### config.mk
export PLATFORM = sky130hd
export DESIGN_NAME = sup_reset_gen
export DESIGN_NICKNAME = d
export VERILOG_FILES = /design/src/rtl/sup_pkg.sv /design/src/rtl/sup_edge_sync.sv /design/src/rtl/sup_hold_timer.sv /design/src/rtl/sup_wdt_core.sv /design/src/rtl/sup_reset_gen.sv
export SDC_FILE = /design/constraint.sdc
export NUM_CORES = 1
export LEC_CHECK = 0
export ABC_CLOCK_PERIOD_IN_PS = 2350
export CAP_MARGIN = 20
export CELL_PAD_IN_SITES_DETAIL_PLACEMENT = 1
export CELL_PAD_IN_SITES_GLOBAL_PLACEMENT = 2
export CORE_AREA = 4 4 56 58
export CTS_CLUSTER_DIAMETER = 200
export DETAILED_ROUTE_END_ITERATION = 6
export DIE_AREA = 0 0 60 62
export PLACE_DENSITY_LB_ADDON = 0.08
export SLEW_MARGIN = 10
export SYNTH_ARGS = -nofsm -noshare
export SYNTH_HDL_FRONTEND = slang
export SYNTH_SLANG_ARGS = --single-unit
### constraint.sdc
create_clock -name clk -period 2.35 [get_ports clk]
set_input_delay 0.47 -clock clk [delete_from_list [all_inputs] [get_ports clk]]
set_output_delay 0.47 -clock clk [all_outputs]
set_load 0.05 [all_outputs]
### src/rtl/sup_pkg.sv
package sup_pkg;

  typedef enum logic [1:0] {
    WD_LONG  = 2'b00,
    WD_MID   = 2'b01,
    WD_SHORT = 2'b10,
    WD_OFF   = 2'b11
  } wd_sel_e;

  function automatic int unsigned max_of3(int unsigned a, int unsigned b, int unsigned c);
    int unsigned m;
    m = (a > b) ? a : b;
    return (m > c) ? m : c;
  endfunction

endpackage

### src/rtl/sup_edge_sync.sv
module sup_edge_sync #(
  parameter int STAGES = 2
) (
  input  logic clk,
  input  logic rst_n,
  input  logic din,
  output logic fall
);

  logic [STAGES-1:0] chain_q;
  logic              last_q;

  generate
    for (genvar g = 0; g < STAGES; g++) begin : g_stage
      if (g == 0) begin : g_first
        always_ff @(posedge clk or negedge rst_n) begin
          if (!rst_n) chain_q[0] <= 1'b0;
          else        chain_q[0] <= din;
        end
      end else begin : g_next
        always_ff @(posedge clk or negedge rst_n) begin
          if (!rst_n) chain_q[g] <= 1'b0;
          else        chain_q[g] <= chain_q[g-1];
        end
      end
    end
  endgenerate

  always_ff @(posedge clk or negedge rst_n) begin
    if (!rst_n) last_q <= 1'b0;
    else        last_q <= chain_q[STAGES-1];
  end

  assign fall = last_q & ~chain_q[STAGES-1];

endmodule

### src/rtl/sup_hold_timer.sv
module sup_hold_timer #(
  parameter int TICKS = 8
) (
  input  logic clk,
  input  logic rst_n,
  input  logic tick,
  input  logic vcc_ok,
  output logic done
);

  localparam int CW = (TICKS > 1) ? $clog2(TICKS) : 1;
  localparam logic [CW-1:0] LAST = CW'(TICKS - 1);

  logic [CW-1:0] cnt_q, cnt_d;
  logic          done_q, done_d;

  always_comb begin
    cnt_d  = cnt_q;
    done_d = done_q;
    if (!vcc_ok) begin
      cnt_d  = '0;
      done_d = 1'b0;
    end else if (tick && !done_q) begin
      if (cnt_q == LAST) begin
        cnt_d  = '0;
        done_d = 1'b1;
      end else begin
        cnt_d = cnt_q + 1'b1;
      end
    end
  end

  always_ff @(posedge clk or negedge rst_n) begin
    if (!rst_n) begin
      cnt_q  <= '0;
      done_q <= 1'b0;
    end else begin
      cnt_q  <= cnt_d;
      done_q <= done_d;
    end
  end

  assign done = done_q;

endmodule

### src/rtl/sup_wdt_core.sv
module sup_wdt_core
  import sup_pkg::*;
#(
  parameter int WD_P00     = 14,
  parameter int WD_P01     = 6,
  parameter int WD_P10     = 4,
  parameter int HOLD_SHORT = 2,
  parameter int HOLD_LONG  = 4
) (
  input  logic       clk,
  input  logic       rst_n,
  input  logic       tick,
  input  logic       enable,
  input  logic       kick,
  input  logic [1:0] sel,
  output logic       hold,
  output logic       timeout
);

  localparam int unsigned MAXV = max_of3(max_of3(WD_P00, WD_P01, WD_P10), HOLD_SHORT, HOLD_LONG);
  localparam int CW = $clog2(MAXV + 1);

  logic [CW-1:0] cnt_q, cnt_d;
  logic [CW-1:0] hlen_q, hlen_d;
  logic          hold_q, hold_d;
  logic          evt_q, evt_d;
  logic [CW-1:0] period;

  always_comb begin
    unique case (wd_sel_e'(sel))
      WD_LONG:  period = CW'(WD_P00);
      WD_MID:   period = CW'(WD_P01);
      WD_SHORT: period = CW'(WD_P10);
      default:  period = CW'(MAXV);
    endcase
  end

  always_comb begin
    cnt_d  = cnt_q;
    hlen_d = hlen_q;
    hold_d = hold_q;
    evt_d  = 1'b0;
    if (!enable) begin
      cnt_d  = '0;
      hold_d = 1'b0;
    end else if (hold_q) begin
      if (tick) begin
        if (cnt_q == hlen_q - 1'b1) begin
          cnt_d  = '0;
          hold_d = 1'b0;
        end else begin
          cnt_d = cnt_q + 1'b1;
        end
      end
    end else if (kick || (sel == WD_OFF)) begin
      cnt_d = '0;
    end else if (tick) begin
      if (cnt_q >= period - 1'b1) begin
        cnt_d  = '0;
        hold_d = 1'b1;
        evt_d  = 1'b1;
        hlen_d = (sel == WD_SHORT) ? CW'(HOLD_LONG) : CW'(HOLD_SHORT);
      end else begin
        cnt_d = cnt_q + 1'b1;
      end
    end
  end

  always_ff @(posedge clk or negedge rst_n) begin
    if (!rst_n) begin
      cnt_q  <= '0;
      hlen_q <= CW'(HOLD_SHORT);
      hold_q <= 1'b0;
      evt_q  <= 1'b0;
    end else begin
      cnt_q  <= cnt_d;
      hlen_q <= hlen_d;
      hold_q <= hold_d;
      evt_q  <= evt_d;
    end
  end

  assign hold    = hold_q;
  assign timeout = evt_q;

endmodule

### src/rtl/sup_reset_gen.sv
module sup_reset_gen #(
  parameter int POR_TICKS   = 8,
  parameter int WD_P00      = 14,
  parameter int WD_P01      = 6,
  parameter int WD_P10      = 4,
  parameter int HOLD_SHORT  = 2,
  parameter int HOLD_LONG   = 4,
  parameter int SYNC_STAGES = 2
) (
  input  logic       clk,
  input  logic       rst_n,
  input  logic       tick,
  input  logic       vcc_ok,
  input  logic       cs_wdi,
  input  logic [1:0] wd_sel,
  output logic       reset_n,
  output logic       wdt_event
);

  logic por_done;
  logic kick;
  logic wd_hold;

  sup_edge_sync #(.STAGES(SYNC_STAGES)) u_sync (
    .clk   (clk),
    .rst_n (rst_n),
    .din   (cs_wdi),
    .fall  (kick)
  );

  sup_hold_timer #(.TICKS(POR_TICKS)) u_por (
    .clk    (clk),
    .rst_n  (rst_n),
    .tick   (tick),
    .vcc_ok (vcc_ok),
    .done   (por_done)
  );

  sup_wdt_core #(
    .WD_P00     (WD_P00),
    .WD_P01     (WD_P01),
    .WD_P10     (WD_P10),
    .HOLD_SHORT (HOLD_SHORT),
    .HOLD_LONG  (HOLD_LONG)
  ) u_wdt (
    .clk     (clk),
    .rst_n   (rst_n),
    .tick    (tick),
    .enable  (por_done),
    .kick    (kick),
    .sel     (wd_sel),
    .hold    (wd_hold),
    .timeout (wdt_event)
  );

  assign reset_n = por_done & ~wd_hold;

endmodule

==> results by group, run 1 <==
Outcome
  – Status: completed

Route
  – Vias/cell: 5.148
  – Total number of vias: 659
  – DR iter-0 viols: 5
  – # DRC: 0
  – WL/cell: 13.95 um
  – Post-Route WL: 1.786 mm
  – Antenna Violating Nets Remaining: 0
  – Router iterations before antenna repair: 5

Global route
  – GRT Total Usage: 12.09%
  – First-pass GRT wire length: 3.243 mm
  – Vias in the first global route: 699
  – Grt total ovfl: 0
  – Largest net degree at the start of global routing: 16
  – Initial antenna violation count: 0

Logic synthesis
  – Synth Flop Type: dfrtp_1
  – Synth warn: 0
  – Synth cell count leaders: 14 x dfrtp_1, 8 x ha_1, 7 x inv_1, 7 x nor2b_1, 5 x nor2_1
  – Dominant cells by area after synthesis: dfrtp_1 40%, ha_1 11%, nor2b_1 5.0%, mux2i_1 4.5%, dfstp_2 3.0%
  – Synthesized area: 884.6 um2
  – Post-Syn Nets: 97
  – Async set-or-reset flop fraction in the synthesized netlist: 100.0%
  – Area share of the largest cell type after synthesis: 39.60%
  – Sequential-to-total area share from yosys stat: 42.57%
  – Top-count cell post-synth: dfrtp_1
  – Area leader, netlist: dfrtp_1
  – Synth cell types: 34
  – Mean Syn Cell Area: 10.79 um2
  – Post-synth EDFFs: 0
  – FF+latch count, synth: 15
  – Cells after synthesis: 82

Worst hold path
  – Min-delay worst type: register to register
  – Hold Path Stages: 0

Die
  – Core area: 2663 um2
  – Rows: 19
  – Initial Util: 33.22%
  – Die area: 3720 um2
  – I/O Pins: 9
  – Die Span Y: 62 um
  – DIE WIDTH: 60 um

Job
  – Max Cap Violations: 0

Timing
  – Setup Skew: 0.001515 ns
  – Period utilization: 96.01%
  – Min Hold Slack: 0.3605 ns
  – Setup TNS: 0 ns
  – Slew Viols, Final: 0
  – Final setup fails: 0
  – Rel. slew slack: 52.03%
  – Final Hold Viols: 0
  – Fmax: 443.2 MHz
  – Slew @ Worst Pin: 0.7173 ns
  – Final min period: 2.256 ns

Finish
  – # nets final: 113
  – Layout cell share with drive strength beyond 1: 18.56%
  – Layout overhead on the synthesized area: 21.22%
  – Core Util, Final: 40.27%
  – Fillers: 318
  – Diode count: 0

Power
  – Static Leak: 0.5315 nW
  – Power per cell area: 434.9 nW/um2
  – Tot Pwr: 0.4664 mW
  – VDD IR max: 0.2484 mV

Placement
  – I/O Buffers: 8
  – GPL Wtd Cong: 0.7138
  – Hpwl dp: 1.402 mm

Setup path
  – Flop2flop setup slack: 0.43 ns
  – Setup CP Type: input pin to register
  – Crit path arrival time: 2.44 ns
  – Crit path capture type: register
  – Worst EP required: 2.53 ns
  – Crit Path Max Fanout: 4
  – Startpoint Class: input pin
  – Worst Reg-to-Reg Cells: 7

Clock tree
  – Sink Count: 15
  – Clock slew at reported path FFs: 0.09 ns
  – CTS Root Cell: clkbuf_4
  – Worst-Skew Late Latency: 0.29 ns
  – H-tree depth: 1
  – Total CTS buffers: 3
  – Maximum clock path buffer count: 2
  – CTS tree: done
  – Hold buffer count at cts: 0
registers in the layout, summed over array words and instances (netlist names):
name,flops
u_sync.last_q,1
u_wdt.hlen_q,2
u_por.done,1
u_por.cnt_q,3
u_wdt.cnt_q,4
u_sync.chain_q,2
u_wdt.hold,1
u_wdt.timeout,1
area by class of cell:
type / count / area [um2] / area share [%]
clock buffers: 3 / 22.52 / 2.100
clock inverters: 1 / 5.005 / 0.4667
inverters: 7 / 26.28 / 2.450
multi-input cells: 58 / 488.0 / 45.51
flip-flops and latches: 15 / 376.6 / 35.12
well taps: 31 / 38.79 / 3.617
repair buffers: 13 / 115.1 / 10.74
logic make-up (layout without fill, tap and decap cells):
logic type | after synthesis | in the layout | synth area share, %
simple gates | 27 | 27 | 20.93
flops | 15 | 15 | 42.58
compound gates | 14 | 14 | 10.75
buf+inv | 9 | 24 | 4.668
fa+ha+maj | 8 | 8 | 11.32
mux | 5 | 5 | 5.799
xor+xnor | 4 | 4 | 3.961
where the power goes:
group | switching (mW) | internal (mW)
Clock | 0.0872 | 0.0634
Combinational | 0.0245 | 0.0250
Sequential | 0.00275 | 0.264
cell usage in the layout, fill, tap and decap left out, types with 2 or more instances in the layout:
cell	instances
ha_1	8
nand4_1	3
clkbuf_4	3
mux2i_1	4
buf_4	6
nor2_1	5
inv_1	7
a21oi_1	3
dfrtp_1	14
o21ai_1	2
nor2b_1	7
nand2_1	3
xor2_1	3
clkdlybuf4s50_1	7
nor4b_2	2
timing repair:
item / in CTS / in global routing
resized for setup: 0 / 4
endpoints found under the setup margin: 0 / 6
setup buffers: 0 / 0
critical path: stages:
cell and delay (ns):
clkdlybuf4s50_1 0.47, inv_1 0.06, ha_1 0.24, nor4b_2 0.38, nor4_4 0.10, o21ai_2 0.22, nand4_2 0.15, mux2_1 0.34
layer usage:
metal,GRT usage [%],wire (um),vias to the layer above
met5,0,0,-
met4,4.747,33,0
met2,19.14,878,11
met3,4.339,72,4
li1,-,-,319
met1,15.08,802,325
path summary, 6_finish.rpt:
kind	start	to
max in group asynchronous	rst_n	u_wdt.cnt_q[1]
setup / recovery	wd_sel[0]	u_wdt.hlen_q[2]
min in group asynchronous	rst_n	u_wdt.hlen_q[2]
hold / removal	u_sync.chain_q[0]	u_sync.chain_q[1]
hold reg to reg	u_sync.chain_q[0]	u_sync.chain_q[1]
setup reg to reg	u_wdt.hlen_q[1]	u_wdt.cnt_q[2]
metrics by stage:
| step | cell area (um2) | cells | setup slack (ns) |
|---|---|---|---|
| after floorplan | 884.6 | 82 | 0.3921 |
| after global placement | 1023 | 124 | -0.1838 |
| after detailed placement | 1023 | 124 | -0.2317 |
| after CTS | 1051 | 128 | 0.07683 |
| after global routing | 1072 | 128 | -0.0003737 |
| final | 1072 | 128 | 0.09372 |
(Power assumes the default switching activity.)
==> run 2: changes to the inputs <==
PLACE_DENSITY = 0.69   (was not set)
PLACE_DENSITY_LB_ADDON = not set   (was 0.08)
==> run 2 against run 1 <==
Worst hold slack barely moved. Routed wire length is 13% higher. Via count up 1.7%. First-iteration DRC count rose to 3.0 times the previous value. Sequential power about the same. Non-clock buffer count is 1 higher. Cell area grew 1.9%. Critical path type unchanged. Critical endpoint is now u_wdt.cnt_q[2]. Largest cell class unchanged.
==> results by group, run 2 (synthesized netlist as in run 1, its figures left out) <==
Outcome
  – Status: completed (unchanged)

Setup path
  – CP top delay family: compound AO/OA/AOI/OAI gates (was simple AND/OR/NAND/NOR gates)
  – Crit path arrival time: 2.54 ns (was 2.44 ns)
  – Crit path depth: 10 (was 8)
  – Crit Path Max Fanout: 2 (was 4)
  – Crit path capture type: register (unchanged)
  – Reg2reg start: u_wdt.hlen_q[1] (unchanged)
  – Worst Setup SP: wd_sel[0] (unchanged)
  – Worst Reg-to-Reg Cells: 7 (unchanged)
  – Critical path buffers and inverters: 3 (was 2)
  – Worst EP required: 2.56 ns (was 2.53 ns)
  – Startpoint Class: input pin (unchanged)
  – Slowest cell on the critical path: clkdlybuf4s50_1 (unchanged)
  – Setup CP Type: input pin to register (unchanged)
  – Critical Path Max Stage Delay: 0.48 ns (was 0.47 ns)
  – Cells along the critical path: clkdlybuf4s50_1, inv_1, ha_1, inv_1, ha_1, a31oi_4, nor4b_4, o21ai_1, a21oi_1, a221o_1 (was clkdlybuf4s50_1, inv_1, ha_1, nor4b_2, nor4_4, o21ai_2, nand4_2, mux2_1)

Finish
  – Largest registers: u_wdt.cnt_q: 4 flops, u_por.cnt_q: 3 flops (unchanged)
  – Layout cell share with drive strength beyond 1: 17.35% (was 18.56%)
  – Core Util, Final: 41.02% (was 40.27%)
  – Diode count: 0 (unchanged)
  – # nets final: 114 (was 113)
  – Most frequent cells in the layout: 14 x dfrtp_1, 8 x ha_1, 7 x inv_1, 7 x nor2b_1, 7 x clkdlybuf4s50_1 (unchanged)
  – Reg area: 376.6 um2 (unchanged)
  – Reg with most FFs: u_wdt.cnt_q (unchanged)
  – Multi-input gate area: 496.7 um2 (was 488.0 um2)
  – Layout overhead on the synthesized area: 23.48% (was 21.22%)
  – Largest register FFs: 4 (unchanged)
  – Commonest non-fill, non-tap cell in the layout: dfrtp_1 (unchanged)
  – Post-route cell area: 1092 um2 (was 1072 um2)
  – Fillers: 306 (was 318)

Power
  – VDD IR max: 0.2043 mV (was 0.2484 mV)
  – Static Leak: 0.5547 nW (was 0.5315 nW)
  – Power per cell area: 425.6 nW/um2 (was 434.9 nW/um2)
  – Tot Pwr: 0.4649 mW (was 0.4664 mW)

Clock tree
  – Hold buffer count at cts: 0 (unchanged)
  – CTS tree: done (unchanged)
  – Clock slew at reported path FFs: 0.08 ns (was 0.09 ns)
  – Sink Count: 15 (unchanged)
  – H-tree depth: 1 (unchanged)
  – CTS Root Cell: clkbuf_4 (unchanged)
  – Worst-Skew Late Latency: 0.28 ns (was 0.29 ns)
  – Total CTS buffers: 3 (unchanged)
  – Maximum clock path buffer count: 2 (unchanged)

Die
  – DIE WIDTH: 60 um (unchanged)
  – Die Span Y: 62 um (unchanged)
  – Rows: 19 (unchanged)
  – I/O Pins: 9 (unchanged)
  – Core area: 2663 um2 (unchanged)
  – Initial Util: 33.22% (unchanged)
  – Die area: 3720 um2 (unchanged)

Job
  – Max Cap Violations: 0 (unchanged)

Route
  – Router iterations before antenna repair: 2 (was 5)
  – Post-Route WL: 2.014 mm (was 1.786 mm)
  – Total number of vias: 670 (was 659)
  – WL/cell: 15.61 um (was 13.95 um)
  – Vias/cell: 5.194 (was 5.148)
  – Antenna Violating Nets Remaining: 0 (unchanged)
  – # DRC: 0 (unchanged)
  – DR iter-0 viols: 15 (was 5)

Timing
  – Period utilization: 98.90% (was 96.01%)
  – Slew @ Worst Pin: 0.6907 ns (was 0.7173 ns)
  – Final min period: 2.324 ns (was 2.256 ns)
  – Min Hold Slack: 0.3604 ns (was 0.3605 ns)
  – Setup Skew: 0.007590 ns (was 0.001515 ns)
  – Slew Viols, Final: 0 (unchanged)
  – Fmax: 430.3 MHz (was 443.2 MHz)
  – RSZ-0062 raised after global routing: yes
  – Final Hold Viols: 0 (unchanged)
  – Setup TNS: 0 ns (unchanged)
  – Final setup fails: 0 (unchanged)
  – Rel. slew slack: 53.81% (was 52.03%)

Placement
  – Post-DP Area: 1033 um2 (was 1023 um2)
  – I/O Buffers: 8 (unchanged)
  – Hpwl dp: 1.503 mm (was 1.402 mm)
  – GPL Wtd Cong: 0.7477 (was 0.7138)

Global route
  – Vias in the first global route: 732 (was 699)
  – First-pass GRT wire length: 3.491 mm (was 3.243 mm)
  – GRT Total Usage: 12.79% (was 12.09%)
  – Grt total ovfl: 0 (unchanged)
  – Initial antenna violation count: 0 (unchanged)
  – Largest net degree at the start of global routing: 16 (unchanged)

Worst hold path
  – Beginning of the worst hold path: u_sync.chain_q[0] (unchanged)
  – Hold Path Stages: 0 (unchanged)
  – Min-delay worst type: register to register (unchanged)
## run 2: stage by stage
step / setup slack (ns) / instances
6_report: 0.02590 / 129
3_3_place_gp: -0.1984 / 125
5_1_grt: -0.02524 / 129
4_1_cts: 0.03306 / 129
3_5_place_dp: -0.3031 / 125
2_1_floorplan: 0.3921 / 82
## run 2: area by class of cell
class	instances	share of cell area (%)
Multi-Input combinational cell	58	45.48
Sequential cell	15	34.48
Clock buffer	4	2.405
Inverter	7	2.405
Tap cell	31	3.551
Timing Repair Buffer	14	11.68
## run 2: path summary, 6_finish.rpt
path	end	slack [ns]
setup / recovery	u_wdt.cnt_q[2]	0.03
hold / removal	u_sync.chain_q[1]	0.36
setup reg to reg	u_wdt.cnt_q[2]	0.37
hold reg to reg	u_sync.chain_q[1]	0.36
max in group asynchronous	u_sync.last_q	1.31
min in group asynchronous	u_wdt.timeout	0.60
## run 2: timing repair
item	4_1_cts	5_1_grt
resized for setup	1	5
buffers inserted	0	0
pin swaps	0	1
setup endpoints to repair	1	4
## run 2: power by group
group	total [mW]	internal, mW	switching [mW]
registers	0.267	0.264	0.00319
clock network	0.147	0.0658	0.0813
logic	0.0510	0.0248	0.0262
total	0.465	0.354	0.111
## run 2: per-layer routing
layer  GRT usage, %  routed length, um  vias up
li1               -                  -      323
met4          6.646                 17        0
met1          15.46                874      337
met3          2.479                 68        2
met5              0                  0        -
met2          21.60               1054        8
==> run 3: changes to the inputs <==
CAP_MARGIN = not set   (was 20)
CORE_AREA = 4 4 53 55   (was 4 4 56 58)
DIE_AREA = 0 0 57 59   (was 0 0 60 62)
DONT_BUFFER_PORTS = 1   (was not set)
MAX_ROUTING_LAYER = met4   (was not set)
==> run 3 against run 2 <==
Cell area down 13%. Power down 4.7%. Combinational power down 39%. Non-clock buffer count down 12. Utilization down 1.2 points. Critical endpoint unchanged. First-iteration DRC count down 47%. Worst hold slack worse by 0.34 ns. Largest cell class unchanged.
==> results by group, run 3 (synthesized netlist as in run 1, its figures left out) <==
Finish
  – Diode count: 0 (unchanged)
  – Layout overhead on the synthesized area: 7.497% (was 23.48%)
  – Reg area: 376.6 um2 (unchanged)
  – Layout cell share with drive strength beyond 1: 11.63% (was 17.35%)
  – Largest register FFs: 4 (unchanged)
  – Commonest non-fill, non-tap cell in the layout: dfrtp_1 (unchanged)
  – Post-route cell area: 950.9 um2 (was 1092 um2)
  – Fillers: 284 (was 306)
  – Most frequent cells in the layout: 14 x dfrtp_1, 8 x ha_1, 7 x inv_1, 7 x nor2b_1, 5 x nor2_1 (was 14 x dfrtp_1, 8 x ha_1, 7 x inv_1, 7 x nor2b_1, 7 x clkdlybuf4s50_1)
  – Largest registers: u_wdt.cnt_q: 4 flops, u_por.cnt_q: 3 flops (unchanged)
  – # nets final: 102 (was 114)
  – Multi-input gate area: 466.7 um2 (was 496.7 um2)
  – Reg with most FFs: u_wdt.cnt_q (unchanged)

Global route
  – First-pass GRT wire length: 3.132 mm (was 3.491 mm)
  – Vias in the first global route: 656 (was 732)
  – Initial antenna violation count: 0 (unchanged)
  – GRT Total Usage: 12.57% (was 12.79%)
  – Largest net degree at the start of global routing: 15 (was 16)
  – Grt total ovfl: 0 (unchanged)

Route
  – WL/cell: 14.77 um (was 15.61 um)
  – Router iterations before antenna repair: 4 (was 2)
  – Vias/cell: 5.259 (was 5.194)
  – # DRC: 0 (unchanged)
  – Antenna Violating Nets Remaining: 0 (unchanged)
  – Post-Route WL: 1.713 mm (was 2.014 mm)
  – Total number of vias: 610 (was 670)
  – DR iter-0 viols: 8 (was 15)

Clock tree
  – CTS tree: done (unchanged)
  – Post-CTS Resized: 0 (was 1)
  – Hold buffer count at cts: 1 (was 0)
  – CTS Root Cell: clkbuf_4 (unchanged)
  – Worst-Skew Late Latency: 0.28 ns (about the same)
  – Total CTS buffers: 3 (unchanged)
  – Clock slew at reported path FFs: 0.09 ns (was 0.08 ns)
  – Sink Count: 15 (unchanged)
  – Maximum clock path buffer count: 2 (unchanged)
  – Setup bufs post-CTS: 0 (unchanged)
  – H-tree depth: 1 (unchanged)

Setup path
  – Worst EP required: 2.52 ns (was 2.56 ns)
  – Setup CP Type: register to register (was input pin to register)
  – Crit Path Max Fanout: 3 (was 2)
  – Crit path arrival time: 2.10 ns (was 2.54 ns)
  – Startpoint Class: register (was input pin)
  – Slowest cell on the critical path: dfstp_2 (was clkdlybuf4s50_1)
  – Cells along the critical path: inv_1, ha_1, xor2_1, nand4_1, nand4_1, nand2_1, a221o_1 (was clkdlybuf4s50_1, inv_1, ha_1, inv_1, ha_1, a31oi_4, nor4b_4, o21ai_1, a21oi_1, a221o_1)
  – Crit path capture type: register (unchanged)
  – Crit path top cell by count: nand4_1
  – Critical Path Max Stage Delay: 0.54 ns (was 0.48 ns)

Timing
  – Setup TNS: 0 ns (unchanged)
  – Final min period: 1.933 ns (was 2.324 ns)
  – RSZ-0062 raised after global routing: no (was yes)
  – Final Hold Viols: 0 (unchanged)
  – Rel. slew slack: 57.68% (was 53.81%)
  – Slew Viols, Final: 0 (unchanged)
  – Final setup fails: 0 (unchanged)
  – Slew @ Worst Pin: 0.6327 ns (was 0.6907 ns)
  – Period utilization: 82.26% (was 98.90%)
  – Setup Skew: 0.001286 ns (was 0.007590 ns)
  – Fin worst setup slack: 0.4168 ns (was 0.02590 ns)
  – Fmax: 517.3 MHz (was 430.3 MHz)

Placement
  – GPL Wtd Cong: 0.8233 (was 0.7477)
  – Pre-CTS WS: 0.2359 ns (was -0.3031 ns)
  – Hpwl dp: 1.367 mm (was 1.503 mm)
  – Post-DP Area: 914.6 um2 (was 1033 um2)
  – I/O Buffers: 0 (was 8)

Power
  – Power per cell area: 466.1 nW/um2 (was 425.6 nW/um2)
  – Static Leak: 0.4746 nW (was 0.5547 nW)
  – VDD IR max: 0.2878 mV (was 0.2043 mV)
  – Tot Pwr: 0.4432 mW (was 0.4649 mW)

Die
  – DIE WIDTH: 57 um (was 60 um)
  – I/O Pins: 9 (unchanged)
  – Rows: 18 (was 19)
  – Initial Util: 37.05% (was 33.22%)
  – Core area: 2387 um2 (was 2663 um2)
  – Die Span Y: 59 um (was 62 um)
  – Die area: 3363 um2 (was 3720 um2)

Outcome
  – Status: completed (unchanged)

Worst hold path
  – Min-delay worst type: input pin to asynchronous set/reset pin (was register to register)

Job
  – Max Cap Violations: 0 (unchanged)
## run 3: area by class of cell
type | count | share of cell area, %
repair buffers | 2 | 1.842
multi-input cells | 58 | 49.08
clock buffers | 4 | 2.763
inverters | 7 | 2.763
well taps | 30 | 3.947
flip-flops and latches | 15 | 39.61
## run 3: stage by stage
stage / utilization [%] / hold WS, ns / std cells
CTS: 39.83 / 0.01271 / 116
global route: 39.83 / 0.0003313 / 116
detailed placement: 38.31 / 0.1747 / 111
floorplan: - / 0.1744 / 82
finish: 39.83 / 0.02249 / 116
global placement: 38.31 / 0.1747 / 111
## run 3: critical path, delay by kind of cell, from the launching register on
kind / cells / cell delay, ns
flip-flops: 1 / 0.54
AND/OR/NAND/NOR: 3 / 0.45
AO/OA/AOI/OAI: 1 / 0.32
adder cells (fa/ha/maj): 1 / 0.30
XOR/XNOR: 1 / 0.15
buffers and inverters: 1 / 0.06
## run 3: power breakdown
group          total (mW)  switching (mW)  internal (mW)  leakage, nW
registers           0.266         0.00283          0.264        0.198
clock network       0.146          0.0800         0.0658       0.0150
logic              0.0309          0.0174         0.0135        0.262
## run 3: per-layer routing
| layer | track usage (%) | vias up | routed length, um | share of wire, % |
|---|---|---|---|---|
| met4 | 3.974 | 0 | 28 | 1.6 |
| met2 | 20.23 | 9 | 845 | 49 |
| met1 | 15.94 | 300 | 766 | 45 |
| li1 | - | 296 | - | - |
| met5 | - | - | 0 | 0 |
| met3 | 2.614 | 5 | 73 | 4.3 |
## run 3: final timing paths
kind                       slack (ns)         startpoint                 to  cells after the start
setup reg to reg                 0.42    u_wdt.hlen_q[1]     u_wdt.cnt_q[2]                      7
setup / recovery                 0.42    u_wdt.hlen_q[1]     u_wdt.cnt_q[2]                      7
max in group asynchronous        1.30              rst_n     u_wdt.cnt_q[1]                      1
hold reg to reg                  0.37  u_sync.chain_q[0]  u_sync.chain_q[1]                      0
hold / removal                   0.02              rst_n    u_wdt.hlen_q[1]                      0
min in group clk                 0.21             cs_wdi  u_sync.chain_q[0]                      0
